$ cat config.mk
export PLATFORM = sky130hd
export DESIGN_NAME = nextpc_unit
export DESIGN_NICKNAME = d
export VERILOG_FILES = /design/src/rtl/nextpc_pkg.sv /design/src/rtl/nextpc_decode.sv /design/src/rtl/nextpc_cond.sv /design/src/rtl/nextpc_target.sv /design/src/rtl/nextpc_unit.sv
export SDC_FILE = /design/constraint.sdc
export NUM_CORES = 1
export LEC_CHECK = 0
export ABC_AREA = 1
export BUFFER_PORTS_ARGS = -buffer_cell sky130_fd_sc_hd__buf_2
export CAP_MARGIN = 20
export CORE_MARGIN = 2
export CORE_UTILIZATION = 58
export DETAILED_ROUTE_END_ITERATION = 16
export PLACE_DENSITY = 0.8
export SYNTH_ARGS = -nofsm -noshare
export SYNTH_HDL_FRONTEND = slang
export SYNTH_SLANG_ARGS = --single-unit
export TNS_END_PERCENT = 50
$ cat constraint.sdc
create_clock -name clk -period 2.4 [get_ports clk]
set_input_delay 0.12 -clock clk [delete_from_list [all_inputs] [get_ports clk]]
set_output_delay 0.12 -clock clk [all_outputs]
set_load 0.05 [all_outputs]
$ cat src/rtl/nextpc_pkg.sv
package nextpc_pkg;

  typedef enum logic [1:0] {
    CTL_SEQ   = 2'd0,
    CTL_BCOND = 2'd1,
    CTL_LONG  = 2'd2,
    CTL_INDIR = 2'd3
  } ctl_kind_e;

  typedef struct packed {
    ctl_kind_e   kind;
    logic [3:0]  cc;
    logic [4:0]  dst;
    logic        wide;
  } ctl_dec_t;

  typedef struct packed {
    logic z;
    logic s;
    logic ov;
    logic cy;
    logic sat;
  } flags_t;

  localparam int SHORT_DISP_W = 9;
  localparam int LONG_DISP_W  = 22;

endpackage

$ cat src/rtl/nextpc_decode.sv
module nextpc_decode
  import nextpc_pkg::*;
#(
  parameter int ADDR_W = 32
) (
  input  logic [15:0]       h0,
  input  logic [15:1]       h1_hi,
  output ctl_dec_t          dec,
  output logic [ADDR_W-1:0] short_disp,
  output logic [ADDR_W-1:0] long_disp
);

  localparam int SEXT_S = ADDR_W - SHORT_DISP_W;
  localparam int SEXT_L = ADDR_W - LONG_DISP_W;

  logic [SHORT_DISP_W-1:0] raw_s;
  logic [LONG_DISP_W-1:0]  raw_l;

  assign raw_s = {h0[15:11], h0[6:4], 1'b0};
  assign raw_l = {h0[5:0], h1_hi, 1'b0};

  assign short_disp = {{SEXT_S{raw_s[SHORT_DISP_W-1]}}, raw_s};
  assign long_disp  = {{SEXT_L{raw_l[LONG_DISP_W-1]}}, raw_l};

  always_comb begin
    dec.kind = CTL_SEQ;
    dec.cc   = h0[3:0];
    dec.dst  = h0[15:11];
    dec.wide = (h0[10:9] == 2'b11);
    if (h0[10:7] == 4'b1011) begin
      dec.kind = CTL_BCOND;
    end else if (h0[10:6] == 5'b11110) begin
      dec.kind = CTL_LONG;
    end else if (h0[15:5] == 11'b00000000011) begin
      dec.kind = CTL_INDIR;
    end
  end

endmodule

$ cat src/rtl/nextpc_cond.sv
module nextpc_cond
  import nextpc_pkg::*;
(
  input  logic [3:0] cc,
  input  flags_t     fl,
  output logic       taken
);

  localparam int N_BASE   = 8;
  localparam int N_CODES  = 2 * N_BASE;
  localparam int SAT_CODE = 13;

  logic [N_BASE-1:0]  base;
  logic [N_CODES-1:0] hit;
  logic               lt;

  assign lt      = fl.s ^ fl.ov;
  assign base[0] = fl.ov;
  assign base[1] = fl.cy;
  assign base[2] = fl.z;
  assign base[3] = fl.cy | fl.z;
  assign base[4] = fl.s;
  assign base[5] = 1'b1;
  assign base[6] = lt;
  assign base[7] = lt | fl.z;

  for (genvar i = 0; i < N_CODES; i++) begin : g_code
    if (i == SAT_CODE) begin : g_sat
      assign hit[i] = fl.sat;
    end else if (i < N_BASE) begin : g_pos
      assign hit[i] = base[i];
    end else begin : g_neg
      assign hit[i] = ~base[i-N_BASE];
    end
  end

  assign taken = hit[cc];

endmodule

$ cat src/rtl/nextpc_target.sv
module nextpc_target
  import nextpc_pkg::*;
#(
  parameter int ADDR_W = 32
) (
  input  logic [ADDR_W-1:0] pc,
  input  ctl_dec_t          dec,
  input  logic [ADDR_W-1:0] short_disp,
  input  logic [ADDR_W-1:0] long_disp,
  input  logic [ADDR_W-1:1] rs_hi,
  input  logic              taken,
  output logic [ADDR_W-1:0] target,
  output logic              lnk_we,
  output logic [4:0]        lnk_idx,
  output logic [ADDR_W-1:0] lnk_data
);

  localparam logic [ADDR_W-1:0] STEP_NARROW = ADDR_W'(2);
  localparam logic [ADDR_W-1:0] STEP_WIDE   = ADDR_W'(4);

  logic [ADDR_W-1:0] pc_plus2;
  logic [ADDR_W-1:0] pc_plus4;
  logic [ADDR_W-1:0] pc_short;
  logic [ADDR_W-1:0] pc_long;

  assign pc_plus2 = pc + STEP_NARROW;
  assign pc_plus4 = pc + STEP_WIDE;
  assign pc_short = pc + short_disp;
  assign pc_long  = pc + long_disp;

  always_comb begin
    target   = dec.wide ? pc_plus4 : pc_plus2;
    lnk_we   = 1'b0;
    lnk_idx  = '0;
    lnk_data = '0;
    unique case (dec.kind)
      CTL_BCOND: target = taken ? pc_short : pc_plus2;
      CTL_LONG: begin
        target = pc_long;
        if (dec.dst != 5'd0) begin
          lnk_we   = 1'b1;
          lnk_idx  = dec.dst;
          lnk_data = pc_plus4;
        end
      end
      CTL_INDIR: target = {rs_hi, 1'b0};
      default: ;
    endcase
  end

endmodule

$ cat src/rtl/nextpc_unit.sv
module nextpc_unit
  import nextpc_pkg::*;
#(
  parameter int                ADDR_W   = 32,
  parameter logic [ADDR_W-1:0] RESET_PC = '0
) (
  input  logic              clk,
  input  logic              rst,
  input  logic              instr_valid,
  input  logic [ADDR_W-1:0] cur_pc,
  input  logic [15:0]       instr_h0,
  input  logic [15:0]       instr_h1,
  input  logic              flag_z,
  input  logic              flag_s,
  input  logic              flag_ov,
  input  logic              flag_cy,
  input  logic              flag_sat,
  input  logic [ADDR_W-1:0] rs_value,
  output logic [ADDR_W-1:0] next_pc,
  output logic              link_we,
  output logic [4:0]        link_idx,
  output logic [ADDR_W-1:0] link_data
);

  ctl_dec_t          dec;
  flags_t            fl;
  logic [ADDR_W-1:0] sdisp;
  logic [ADDR_W-1:0] ldisp;
  logic              taken;
  logic [ADDR_W-1:0] tgt;
  logic              c_we;
  logic [4:0]        c_idx;
  logic [ADDR_W-1:0] c_data;
  logic              unused_bits;

  assign unused_bits = instr_h1[0] ^ rs_value[0];
  assign fl = '{z: flag_z, s: flag_s, ov: flag_ov, cy: flag_cy, sat: flag_sat};

  nextpc_decode #(.ADDR_W(ADDR_W)) u_dec (
    .h0         (instr_h0),
    .h1_hi      (instr_h1[15:1]),
    .dec        (dec),
    .short_disp (sdisp),
    .long_disp  (ldisp)
  );

  nextpc_cond u_cond (
    .cc    (dec.cc),
    .fl    (fl),
    .taken (taken)
  );

  nextpc_target #(.ADDR_W(ADDR_W)) u_tgt (
    .pc         (cur_pc),
    .dec        (dec),
    .short_disp (sdisp),
    .long_disp  (ldisp),
    .rs_hi      (rs_value[ADDR_W-1:1]),
    .taken      (taken),
    .target     (tgt),
    .lnk_we     (c_we),
    .lnk_idx    (c_idx),
    .lnk_data   (c_data)
  );

  always_ff @(posedge clk) begin
    if (rst) begin
      next_pc   <= RESET_PC;
      link_we   <= 1'b0;
      link_idx  <= '0;
      link_data <= '0;
    end else if (instr_valid) begin
      next_pc   <= tgt;
      link_we   <= c_we;
      link_idx  <= c_idx;
      link_data <= c_data;
    end else begin
      link_we   <= 1'b0;
      link_idx  <= '0;
      link_data <= '0;
    end
  end

endmodule

Word level (Yosys, flattened, before mapping)

Index checks and enable logic that the tools add are counted.

Input bits: 104
Output and inout port bits: 70
Logic and storage cells: 41
Bits in registers: 70

Mux-type cells: 9
Bitwise operators: 13
Reductions and logical operators: 3
Order comparisons: 1
$add $sub $neg: 4
Equal/unequal tests: 7

Operators with widths:

| operator                                                                     | number |
|---|---|
| 32-bit case mux with 3 select lines                                          | 1 |
| 32-bit adder                                                                 | 2 |
| 32-bit two-way mux                                                           | 2 |
| 32-bit by 2-bit adder with 32-bit output, second input constant              | 1 |
| 32-bit by 3-bit adder with 32-bit output, second input constant              | 1 |
| 11-bit by 2-bit equality test with 1-bit output, second input constant       | 1 |
| 1-bit NOT                                                                    | 10 |
| 2-bit equality test, second input constant                                   | 3 |
| 2-bit two-way mux                                                            | 3 |
| 5-bit equality test, second input constant                                   | 1 |
| 4-bit by 5-bit less-than comparator with 1-bit output, second input constant | 1 |
| 5-bit nonzero test                                                           | 1 |
| 1-bit binary-select mux with 4-bit select                                    | 1 |
| 4-bit equality test, second input constant                                   | 1 |
| 4-bit OR reduction                                                           | 1 |
| 3-bit OR reduction                                                           | 1 |
| 2-bit by 1-bit equality test with 1-bit output, second input constant        | 1 |
| 1-bit two-way mux                                                            | 2 |
| 1-bit OR                                                                     | 2 |
| 1-bit XOR                                                                    | 1 |

Depth between registers and ports, before layout

Depth in word-level cells: 7
Mapped depth: 17
Gate-level depth less buffers: 17

Cells and area by module

Synthesis repeated with hierarchy kept, for this count alone.

Cells, all modules: 2,031
Area total of the unflattened synthesis: 10,725.3 um2

By module, submodules not included:

| module        | area an instance (um2) | sequential area each (um2) | instances | cells each |
|---|---|---|---|---|
| nextpc_target | 7,495.9                | 0.0                        | 1         | 1,583 |
| nextpc_unit   | 2,469.9                | 1,401.3                    | 1         | 322 |
| nextpc_decode | 653.1                  | 0.0                        | 1         | 100 |
| nextpc_cond   | 106.4                  | 0.0                        | 1         | 26 |

Worst setup path after synthesis

No wires, ideal clock.

Path kind: input-to-reg
Start: in cur_pc[1]
End: reg next_pc[17]
Path slack: 0.483 ns
Arrival time: 1.808 ns
Stages on the path: 14
Path buffers: 0
Data required time: 2.291 ns
Library setup time: 0.109 ns
Path through: ha_1 -> fa_1 -> nand3_1 -> nand3_1 -> nand2_1 -> nand2_1 -> nand2_1 -> nand2_1 -> or2_2 -> nand3_1 -> nand2_1 -> nand3b_1 -> nand2_1 -> inv_1

Cells in the longest elaborated chain, start to end: 3
Elaborated cells between the ends (all ways): 7
Classes of those cells: add/sub (4); mux (3)

Ends and longest elaborated chain:

| item                                                             | line                                     | source |
|---|---|---|
| from (decl)                                                      | nextpc_unit.sv:10                        | `input logic [ADDR_W-1:0] cur_pc,` |
| 32-bit by 2-bit adder with 32-bit output (tied with other cells) | nextpc_target.sv:26                      | `assign pc_plus2 = pc + STEP_NARROW;` |
| 32-bit two-way mux, on equally long branches                     | nextpc_target.sv:32, nextpc_target.sv:37 |  |
| 32-bit case mux with 3 select lines *                            | nextpc_target.sv:36                      | `unique case (dec.kind)` |
| to (signal assigned)                                             | nextpc_unit.sv:73                        | `next_pc <= tgt;` |
| to (decl)                                                        | nextpc_unit.sv:19                        | `output logic [ADDR_W-1:0] next_pc,` |

Every way passes the cells marked *; elsewhere a longest branch is shown, timed or not.
A chain may end at the register's enable or synchronous reset.

Final worst setup path

Start: in instr_h0[15]
End: reg next_pc[16]

Cells in the longest elaborated chain, start to end: 6
Elaborated cells between the ends (all ways): 10
Classes of those cells: add/sub (1); eq/ne (4); mux (5)

Ends and longest elaborated chain:

| item                                                 | line                | source |
|---|---|---|
| from (decl)                                          | nextpc_unit.sv:11   | `input logic [15:0] instr_h0,` |
| branches (longest 5 deep; another with 32-bit adder) | --                  |  |
| 32-bit case mux with 3 select lines *                | nextpc_target.sv:36 |  |

Mark *: on every way between the ends.

==> impl_metrics.env <==
export IMPL_synthAdderAreaFrac_pct=8.31
export IMPL_syn_area_mm2=0.00982
export IMPL_critPathMaxStageDelay_ps=430
export IMPL_setup_violations=0
export IMPL_tightest_slew_ps=604
export IMPL_antenna_cells=0
export IMPL_slew_viol_final=0
export IMPL_p_int_mw=2.62
export IMPL_grt_pass1_vias=11700
export IMPL_grt_start_max_net_pins=51
export IMPL_postSynthCellCount=1907
export IMPL_cp_arrival_ps=2340
export IMPL_clkLatencyLatePin_ps=350
export IMPL_synth_distinct_cells=40
export IMPL_cp_end_kind="register"
export IMPL_ff_latch_area_mm2=0.00140
export IMPL_gp_congestion=1.05
export IMPL_synthTopCellsByCount="nand2_1, inv_1, nor2_1"
export IMPL_r2r_start="next_pc[14]"
export IMPL_ys_flop_type="dfxtp_1"
export IMPL_maxCapViolCount=0
export IMPL_path_max_fanout=24
export IMPL_cts_buffers=9
export IMPL_rsz0062_at_grt="false"
export IMPL_stdcell_count=2358
export IMPL_finalPower_mw=4.70
export IMPL_ctsHoldBuffers=0
export IMPL_cts_buffer_depth=2
export IMPL_final_area_mm2=0.0117
export IMPL_routed_via_density=5.58
export IMPL_syn_nets=2075
export IMPL_fin_crit_sh_pct=86.9
export IMPL_dp_cells=2343
export IMPL_synth_simple_area_share_pct=51.4
export IMPL_hold_class="input port to register"
export IMPL_cts_tree="yes"
export IMPL_die_area_mm2=0.0180
export IMPL_holdCritStartpoint="instr_h0[11]"
export IMPL_swShare_pct=44.3
export IMPL_first_pass_iters=7
export IMPL_fin_crit_ps=2090
export IMPL_post_route_drc_count=0
export IMPL_crit_required_ps=2650
export IMPL_placed_area_mm2=0.0114
export IMPL_synth_top_family_by_area="simple AND/OR/NAND/NOR gates"
export IMPL_postCtsSetupBuffers=0
export IMPL_dpl_hpwl_mm=33.7
export IMPL_synth_ff_latch_count=70
export IMPL_wl_per_cell_um=17.5
export IMPL_pwr_share_seq_pct=26.3
export IMPL_grt_overflow_total=0
export IMPL_clock_skew_ps=0
export IMPL_cp_num_buf_inv=4
export IMPL_power_density_mw_per_mm2=403
export IMPL_syn_area_per_cell_um2=5.15
export IMPL_htreeDepth=3
export IMPL_fp_dieW_um=134
export IMPL_hold_viol=0
export IMPL_cts_root_buffer="clkbuf_16"
export IMPL_ir_drop_v=0.000477
export IMPL_post_place_ws_ps=43.4
export IMPL_drtIter0Drc=1543
export IMPL_synth_seq_area_share_pct=14.3
export IMPL_io_buffers=171
export IMPL_startpoint_type="input port"
export IMPL_layout_setup_ws_ps=315
export IMPL_synth_largest_area_cell="nand2_1"
export IMPL_clk_pin_slew_ps=60
export IMPL_power_leakage_nw=7.06
export IMPL_synth_edf_count=0
export IMPL_status="completed"
export IMPL_relSlewSlack_pct=59.8
export IMPL_rows=47
export IMPL_pwr_share_comb_pct=47.5
export IMPL_clock_power_share_pct=26.2
export IMPL_cts_num_sinks=70
export IMPL_area_growth_pct=18.8
export IMPL_worstSetupPathType="input port to register"
export IMPL_cts_resized=0
export IMPL_crit_path_top_delay_cell="buf_2"
export IMPL_yosysWarningCount=0
export IMPL_crit_top_cell="nand2_1"
export IMPL_synthArstFlopShare_pct=0
export IMPL_die_y_um=134
export IMPL_synthTopCellsByArea="nand2_1, dfxtp_1, inv_1, nand3_1, nor2_1"
export IMPL_finalNetCount=2302
export IMPL_io_pins=174
export IMPL_yosys_area_top_type_share_pct=27.1
export IMPL_final_antenna_net_count=0
export IMPL_grt_pass1_wl_mm=61.7
export IMPL_hold_ws_ps=34.7
export IMPL_antenna_found_initial=1
export IMPL_post_route_util_pct=70.3
export IMPL_synth_mux_area_share_pct=0
export IMPL_grtUsageTotal_pct=44.7
export IMPL_synth_compound_area_share_pct=7.38
export IMPL_synth_xor_area_share_pct=3.83
export IMPL_fp_coreArea_mm2=0.0166
export IMPL_start_util_pct=59.2
export IMPL_crit_family="simple AND/OR/NAND/NOR gates"
export IMPL_nFillCells=1600
export IMPL_fin_tns_setup_ps=0
export IMPL_vias=13200
export IMPL_crit_chain="buf_2 -> ha_1 -> a21oi_1 -> o21bai_1 -> buf_4 -> nand2_1 -> nand2_1 -> inv_1 -> o21ai_0 -> nand2_1 -> nand3_1 -> nand3_1 -> nand3b_1 -> nand2_1 -> inv_1"
export IMPL_synth_most_common_cell="nand2_1"
export IMPL_drive_gt1_share_pct=13.8
export IMPL_fmax_ghz=0.480
export IMPL_drt_wl_total_mm=41.2
export IMPL_crit_start="instr_h0[15]"
export IMPL_multiInputGateArea_mm2=0.00696
export IMPL_p_sw_mw=2.08
-- metal layers --
layer  up-vias  global-route usage [%]  part of all wire [%]
met5         -                       0                 0.034
met4         2                    30.4                   7.8
met3       197                    8.13                    12
met2       891                    71.1                    43
met1      5743                    55.0                    37
li1       6329                       -                     -
-- power by group through the flow --
| stage | clock [mW] | sequential (mW) | combinational, mW |
|---|---|---|---|
| global route | 1.25 | 1.24 | 2.42 |
| finish | 1.23 | 1.24 | 2.23 |
| CTS | 1.22 | 1.23 | 2.16 |
| floorplan | 0 | 1.41 | 1.23 |
| detailed placement | 0 | 1.26 | 2.15 |
| global placement | 0 | 1.26 | 2.12 |
-- worst paths after layout --
check | end | cells past startpoint | slack, ps
setup reg to reg | next_pc[14] | 4 | 1680
setup / recovery | next_pc[16] | 15 | 310
hold reg to reg | next_pc[2] | 2 | 460
hold / removal | link_idx[0] | 3 | 30
-- worst min-delay path: cells and delay by family --
| kind | cells | cell delay [ps] |
|---|---|---|
| buffers and inverters | 2 | 140 |
| and+or+nand+nor | 1 | 90 |
-- cell usage in the layout, fill, tap and decap left out, drive strengths merged --
| cell type | n |
|---|---|
| nand2 | 710 |
| inv | 347 |
| nor2 | 252 |
| buf | 249 |
| nand3 | 187 |
| a21oi | 89 |
| dfxtp | 70 |
| ha | 62 |
| xor2 | 26 |
| o21ai | 25 |
| nand4 | 20 |
| nor3 | 19 |
| xnor2 | 17 |
| nand3b | 11 |
| or2 | 10 |
| clkbuf | 9 |
| o21bai | 8 |
| and2 | 5 |
| clkinv | 5 |
| o211ai | 3 |
| o31ai | 3 |
| nor4 | 3 |
| a22oi | 2 |
| and3 | 2 |
| fa | 2 |
| a21o | 1 |
| clkinvlp | 1 |
-- logic make-up (layout without fill, tap and decap cells) --
| group | after synthesis | after routing |
|---|---|---|
| AOI/OAI and AO/OA | 131 | 131 |
| DFF | 70 | 70 |
| buffers and inverters | 380 | 611 |
| and+or+nand+nor | 1219 | 1219 |
| xor gates and xnor gates | 43 | 43 |
| adders and majority gates | 64 | 64 |
-- registers in the layout, indices dropped and copies added, names as in the netlist --
name and count:
link_idx 5, link_data 32, next_pc 32, link_we 1
-- area by class of cell --
type / count / share of cell area [%]
multi-input combinational: 1457 / 59.7
clock inverter: 6 / 0.343
timing repair buffer: 249 / 12.5
inverter: 347 / 11.2
tap: 220 / 2.36
clock buffer: 9 / 1.93
sequential: 70 / 12.0
Note: power is estimated with default switching activity, not from simulation.
